<file path="src/rtl/vram_dec_pkg.sv">
package vram_dec_pkg;
  typedef enum logic [2:0] {
    CMD_NONE    = 3'd0,
    CMD_REFRESH = 3'd1,
    CMD_WRITE   = 3'd2,
    CMD_BLOCK   = 3'd3,
    CMD_LD_MASK = 3'd4,
    CMD_LD_COLOR= 3'd5
  } cmd_e;

  typedef enum logic [1:0] {
    WT_PLAIN   = 2'd0,
    WT_MASKED  = 2'd1,
    WT_PERSIST = 2'd2
  } wtype_e;

  typedef enum logic [1:0] {
    ST_IDLE, ST_WRITE, ST_LOAD, ST_SKIP
  } state_e;
endpackage

</file>
<file path="src/rtl/vram_strobe_sync.sv">
module vram_strobe_sync #(
  parameter int W = 3
) (
  input  logic         clk_i,
  input  logic         rst_ni,
  input  logic [W-1:0] d_i,
  output logic [W-1:0] lvl_o,
  output logic [W-1:0] fall_o,
  output logic [W-1:0] rise_o
);
  logic [W-1:0] s1_q, s2_q, s3_q;

  always_ff @(posedge clk_i or negedge rst_ni) begin
    if (!rst_ni) begin
      s1_q <= '1;
      s2_q <= '1;
      s3_q <= '1;
    end else begin
      s1_q <= d_i;
      s2_q <= s1_q;
      s3_q <= s2_q;
    end
  end

  assign lvl_o  = s2_q;
  assign fall_o = s3_q & ~s2_q;
  assign rise_o = ~s3_q & s2_q;
endmodule

</file>
<file path="src/rtl/vram_color_regs.sv">
module vram_color_regs #(
  parameter int DW = 4
) (
  input  logic          clk_i,
  input  logic          rst_ni,
  input  logic          ld_mask_i,
  input  logic          ld_color_i,
  input  logic [DW-1:0] d_i,
  output logic [DW-1:0] wmask_o,
  output logic [DW-1:0] color_o
);
  always_ff @(posedge clk_i or negedge rst_ni) begin
    if (!rst_ni) begin
      wmask_o <= '1;
      color_o <= '0;
    end else begin
      if (ld_mask_i)  wmask_o <= d_i;
      if (ld_color_i) color_o <= d_i;
    end
  end
endmodule

</file>
<file path="src/rtl/vram_port_decoder.sv">
module vram_port_decoder
  import vram_dec_pkg::*;
#(
  parameter int AW = 9,
  parameter int DW = 4
) (
  input  logic          clk_i,
  input  logic          rst_ni,
  input  logic          ras_ni,
  input  logic          cas_ni,
  input  logic          we_ni,
  input  logic          trg_ni,
  input  logic          dsf_i,
  input  logic [AW-1:0] addr_i,
  input  logic [DW-1:0] dq_i,
  output logic          cmd_valid_o,
  output logic [2:0]    cmd_o,
  output logic [1:0]    wtype_o,
  output logic [AW-1:0] row_o,
  output logic [AW-1:0] col_o,
  output logic [DW-1:0] col_sel_o,
  output logic [DW-1:0] data_o,
  output logic [DW-1:0] bitmask_o,
  output logic [DW-1:0] wmask_o,
  output logic [DW-1:0] color_o
);
  localparam int BLK_W = $clog2(DW);

  logic [2:0] lvl, fall, rise;
  vram_strobe_sync #(.W(3)) u_sync (
    .clk_i (clk_i), .rst_ni(rst_ni),
    .d_i   ({we_ni, cas_ni, ras_ni}),
    .lvl_o (lvl), .fall_o(fall), .rise_o(rise)
  );

  logic ras_fall, ras_rise, cas_fall, cas_rise, we_fall, cas_lvl, we_lvl;
  assign ras_fall = fall[0];
  assign ras_rise = rise[0];
  assign cas_fall = fall[1];
  assign cas_rise = rise[1];
  assign we_fall  = fall[2];
  assign cas_lvl  = lvl[1];
  assign we_lvl   = lvl[2];

  state_e          st_q;
  wtype_e          wt_q;
  logic [DW-1:0]   cyc_mask_q;
  logic [AW-1:0]   row_q, col_q;
  logic            dsf_c_q, cas_open_q;

  // column phase: data latched on the later of column and write strobe fall
  logic            in_cyc, fire;
  logic [AW-1:0]   f_col;
  logic            f_dsf;
  assign in_cyc = (st_q == ST_WRITE || st_q == ST_LOAD) && !ras_rise && !ras_fall;
  assign fire   = in_cyc && ((cas_fall && !we_lvl) ||
                             (!cas_fall && we_fall && cas_open_q));
  assign f_col  = cas_fall ? addr_i : col_q;
  assign f_dsf  = cas_fall ? dsf_i  : dsf_c_q;

  logic ld_mask, ld_color;
  assign ld_mask  = fire && (st_q == ST_LOAD) && !f_dsf;
  assign ld_color = fire && (st_q == ST_LOAD) &&  f_dsf;

  vram_color_regs #(.DW(DW)) u_regs (
    .clk_i(clk_i), .rst_ni(rst_ni),
    .ld_mask_i(ld_mask), .ld_color_i(ld_color), .d_i(dq_i),
    .wmask_o(wmask_o), .color_o(color_o)
  );

  logic [DW-1:0] eff_mask;
  always_comb begin
    unique case (wt_q)
      WT_MASKED:  eff_mask = cyc_mask_q;
      WT_PERSIST: eff_mask = wmask_o;
      default:    eff_mask = '1;
    endcase
  end

  logic [DW-1:0] lane_1h;
  always_comb begin
    lane_1h = '0;
    lane_1h[f_col[BLK_W-1:0]] = 1'b1;
  end

  always_ff @(posedge clk_i or negedge rst_ni) begin
    if (!rst_ni) begin
      st_q        <= ST_IDLE;
      wt_q        <= WT_PLAIN;
      cyc_mask_q  <= '1;
      row_q       <= '0;
      col_q       <= '0;
      dsf_c_q     <= 1'b0;
      cas_open_q  <= 1'b0;
      cmd_valid_o <= 1'b0;
      cmd_o       <= CMD_NONE;
      wtype_o     <= WT_PLAIN;
      row_o       <= '0;
      col_o       <= '0;
      col_sel_o   <= '0;
      data_o      <= '0;
      bitmask_o   <= '0;
    end else begin
      cmd_valid_o <= 1'b0;
      if (ras_rise) begin
        st_q       <= ST_IDLE;
        cas_open_q <= 1'b0;
      end else if (ras_fall) begin
        cas_open_q <= 1'b0;
        row_q      <= addr_i;
        if (!cas_lvl) begin
          st_q        <= ST_SKIP;
          cmd_valid_o <= 1'b1;
          cmd_o       <= CMD_REFRESH;
          wtype_o     <= WT_PLAIN;
          row_o       <= addr_i;
          col_o       <= '0;
          col_sel_o   <= '0;
          data_o      <= '0;
          bitmask_o   <= '0;
        end else if (trg_ni == 1'b0) begin
          st_q <= ST_SKIP;
        end else begin
          unique case ({we_lvl, dsf_i})
            2'b00: begin st_q <= ST_WRITE; wt_q <= WT_MASKED; cyc_mask_q <= dq_i; end
            2'b01: begin st_q <= ST_WRITE; wt_q <= WT_PERSIST; end
            2'b10: begin st_q <= ST_WRITE; wt_q <= WT_PLAIN; end
            default: begin st_q <= ST_LOAD; wt_q <= WT_PLAIN; end
          endcase
        end
      end else if (in_cyc) begin
        if (cas_fall) begin
          col_q      <= addr_i;
          dsf_c_q    <= dsf_i;
          cas_open_q <= we_lvl;
        end else if (fire || cas_rise) begin
          cas_open_q <= 1'b0;
        end
        if (fire) begin
          cmd_valid_o <= 1'b1;
          row_o       <= row_q;
          if (st_q == ST_LOAD) begin
            cmd_o     <= f_dsf ? CMD_LD_COLOR : CMD_LD_MASK;
            wtype_o   <= WT_PLAIN;
            col_o     <= f_col;
            col_sel_o <= '0;
            data_o    <= dq_i;
            bitmask_o <= '0;
          end else if (f_dsf) begin
            cmd_o     <= CMD_BLOCK;
            wtype_o   <= wt_q;
            col_o     <= {f_col[AW-1:BLK_W], {BLK_W{1'b0}}};
            col_sel_o <= dq_i;
            data_o    <= color_o;
            bitmask_o <= eff_mask;
          end else begin
            cmd_o     <= CMD_WRITE;
            wtype_o   <= wt_q;
            col_o     <= f_col;
            col_sel_o <= lane_1h;
            data_o    <= dq_i;
            bitmask_o <= eff_mask;
          end
        end
      end
    end
  end
endmodule

</file>
<file path="config.mk">
export PLATFORM = sky130hd
export DESIGN_NAME = vram_port_decoder
export DESIGN_NICKNAME = d
export VERILOG_FILES = /design/src/rtl/vram_dec_pkg.sv /design/src/rtl/vram_strobe_sync.sv /design/src/rtl/vram_color_regs.sv /design/src/rtl/vram_port_decoder.sv
export SDC_FILE = /design/constraint.sdc
export NUM_CORES = 1
export LEC_CHECK = 0
export ABC_AREA = 1
export BUFFER_PORTS_ARGS = -buffer_cell sky130_fd_sc_hd__buf_4
export CAP_MARGIN = 20
export CORE_AREA = 4 4 100 102
export CTS_CLUSTER_SIZE = 24
export DETAILED_ROUTE_END_ITERATION = 12
export DIE_AREA = 0 0 104 106
export MAX_ROUTING_LAYER = met4
export PLACE_DENSITY = 0.73
export SETUP_SLACK_MARGIN = 0.5
export SLEW_MARGIN = 20
export SYNTH_ARGS = -nofsm -noshare
export SYNTH_HDL_FRONTEND = slang
export SYNTH_SLANG_ARGS = --single-unit
export TNS_END_PERCENT = 5
</file>
<file path="constraint.sdc">
create_clock -name clk_i -period 4.2 [get_ports clk_i]
set_input_delay 0.84 -clock clk_i [delete_from_list [all_inputs] [get_ports clk_i]]
set_output_delay 0.84 -clock clk_i [all_outputs]
set_load 0.02 [all_outputs]
</file>
==> flow_metrics.env <==
export IMPL_cp_cell_sequence="inv_1 > ha_1 > inv_2 > nand2_2 > nor2_4 > nand3_4 > nand2_4 > nand4_1 > nand2_1"
export IMPL_setup_tns_ns=0
export IMPL_clkSinkCount=81
export IMPL_leakagePower_uw=0.00225
export IMPL_regToRegStartpoint="u_sync.lvl_o[0]"
export IMPL_postRouteAntennaNets=0
export IMPL_grt_pass1_vias=2932
export IMPL_fin_crit_ns=2.51
export IMPL_peakVddDrop_mv=0.214
export IMPL_antenna_cells=0
export IMPL_holdCritStartpoint="u_sync.s1_q[1]"
export IMPL_vias=2955
export IMPL_gp_congestion=0.920
export IMPL_drt_wl_total_um=8350
export IMPL_cp_data_arrival_time_ns=2.79
export IMPL_synthToLayoutAreaGrowth_pct=19.8
export IMPL_pre_cts_slack_ns=1.69
export IMPL_cts_tree="done"
export IMPL_setup_viol=0
export IMPL_avgSynthCellArea_um2=8.77
export IMPL_dp_hpwl_um=6030
export IMPL_dieArea_um2=11000
export IMPL_fin_nets=510
export IMPL_cpPeakStageDelay_ns=0.55
export IMPL_cp_end_kind="flip-flop"
export IMPL_rows=35
export IMPL_status="finished, final reports clean"
export IMPL_critPathBufInv=2
export IMPL_grt_setup_unrepaired="no"
export IMPL_drive_above_1_share=0.252
export IMPL_fin_crit_sh=0.597
export IMPL_ys_types=27
export IMPL_maxClockFrequency_mhz=399
export IMPL_drc=0
export IMPL_clk_pin_slew_ns=0.08
export IMPL_crit_fanout=33
export IMPL_vias_per_cell=4.93
export IMPL_final_max_slew_viol_count=0
export IMPL_syn_num_nets=450
export IMPL_synth_warnings=0
export IMPL_slowest_stage="dfstp_2"
export IMPL_syn_area_um2=3720
export IMPL_grt_pass1_wl_um=14300
export IMPL_cp_top_family="simple AND/OR/NAND/NOR gates"
export IMPL_fin_worst_skew_ns=0.0108
export IMPL_root_buffer="clkbuf_8"
export IMPL_cts_hold_buf=0
export IMPL_cts_buffer_depth=2
export IMPL_fp_dieH_um=106
export IMPL_timing_max_cap_violations=0
export IMPL_drt_iter0_markers=237
export IMPL_crit_start="u_sync.lvl_o[0]"
export IMPL_ys_seq_area_frac=0.551
export IMPL_port_buffers=63
export IMPL_grt_overflow=0
export IMPL_cts_buffers=9
export IMPL_clock_latency_ns=0.35
export IMPL_post_cts_resized=0
export IMPL_post_drt_wl_per_cell_um=13.9
export IMPL_post_cts_setup_buffers=0
export IMPL_setup_ws_ns=1.69
export IMPL_cp_start_kind="flip-flop"
export IMPL_track_usage=0.163
export IMPL_final_cell_mix="137 x nand2_1, 64 x dfrtp_1, 62 x buf_4, 44 x nand3_1, 43 x o21ai_0"
export IMPL_ys_ff_latch=81
export IMPL_ios=64
export IMPL_layout_cells_most_common="nand2_1"
export IMPL_antenna_found_initial=0
export IMPL_tightestPinTransition_ns=0.726
export IMPL_start_util=0.408
export IMPL_syn_inst=424
export IMPL_cp_required_ns=4.49
export IMPL_powerDensity_nw_per_um2=582
export IMPL_grt_max_degree=82
export IMPL_dpl_cell_area_um2=4220
export IMPL_core_area_um2=9110
export IMPL_htreeDepth=3
export IMPL_drt_pass1_iterations=4
export IMPL_final_hold_violation_count=0
export IMPL_worst_setup_path_type="flip-flop to flip-flop"
export IMPL_hp_class="flip-flop to flip-flop"
export IMPL_slew_headroom=0.516
export IMPL_design_area_um2=4450
export IMPL_die_width_um=104
==> cells by family after synthesis <==
| logic type | synth area share |
|---|---|
| AOI/OAI and AO/OA | 0.0879 |
| adders and majority gates | 0.0202 |
| buffers and inverters | 0.0747 |
| DFF | 0.551 |
| and+or+nand+nor | 0.266 |
==> registers in the layout, indices dropped and copies added, names as in the netlist, 9 cells and up <==
name	flops
col_o	9
col_q	9
row_o	9
row_q	9
==> per-stage QoR <==
stage	hold WS [ns]	total power (uW)	instances	utilization
after floorplan	0.345	1620	424	-
after global placement	0.346	1920	584	0.463
after detailed placement	0.347	1950	584	0.463
after CTS	0.358	2620	600	0.488
after global routing	0.365	2760	600	0.489
final	0.357	2590	600	0.489
==> synthesized netlist by cell type <==
library cell	count	area, um^2
o22ai_1	1	6.26
a21oi_2	4	35.0
nor3_2	3	30.0
nor2_4	3	33.8
nor2_2	4	25.0
nand3_1	44	220
clkbuf_1	3	11.3
nand3_2	2	20.0
nand2_1	137	514
inv_2	7	26.3
nand2_2	4	25.0
o21ai_0	43	215
clkinv_1	1	3.75
ha_1	6	75.1
nor2_1	8	30.0
dfstp_2	17	447
buf_8	3	45.0
nor3_1	3	15.0
nand3_4	1	17.5
nand2_4	3	33.8
buf_6	2	22.5
o21ai_1	6	30.0
nand4_1	4	25.0
a21oi_1	8	40.0
dfrtp_1	64	1600
buf_2	6	30.0
inv_1	37	139
==> path summary, 6_finish.rpt <==
check | end | cells past startpoint | slack, ns
worst max-delay path | data_o[2] | 9 | 1.69
worst min-delay path | u_sync.lvl_o[1] | 0 | 0.36
worst max register to register | data_o[2] | 9 | 1.69
worst min register to register | u_sync.lvl_o[1] | 0 | 0.36
max in group asynchronous | u_regs.color_o[1] | 1 | 3.17
min in group asynchronous | col_o[8] | 1 | 0.52
==> cell type report <==
cell class / count / area (um^2)
clock buffers: 13 / 139
clock inverters: 3 / 90.1
fillers: 877 / 4660
inverters: 45 / 169
multi-input cells: 284 / 1390
flip-flops and latches: 81 / 2050
well taps: 111 / 139
repair buffers: 63 / 477
==> where the power goes <==
group	internal, uW	switching [uW]
Combinational	319	498
Clock	397	263
Sequential	993	122
==> layer usage <==
| layer | share of wire | global-route usage | vias to the layer above | wire [um] |
|---|---|---|---|---|
| met2 | 0.48 | 0.261 | 72 | 4000 |
| met1 | 0.46 | 0.209 | 1405 | 3860 |
| met3 | 0.043 | 0.0328 | 9 | 358 |
| met5 | 0 | - | - | 0 |
| met4 | 0.015 | 0.0570 | 0 | 128 |
| li1 | - | - | 1469 | - |
No activity file was read; power rests on OpenSTA's default activity.
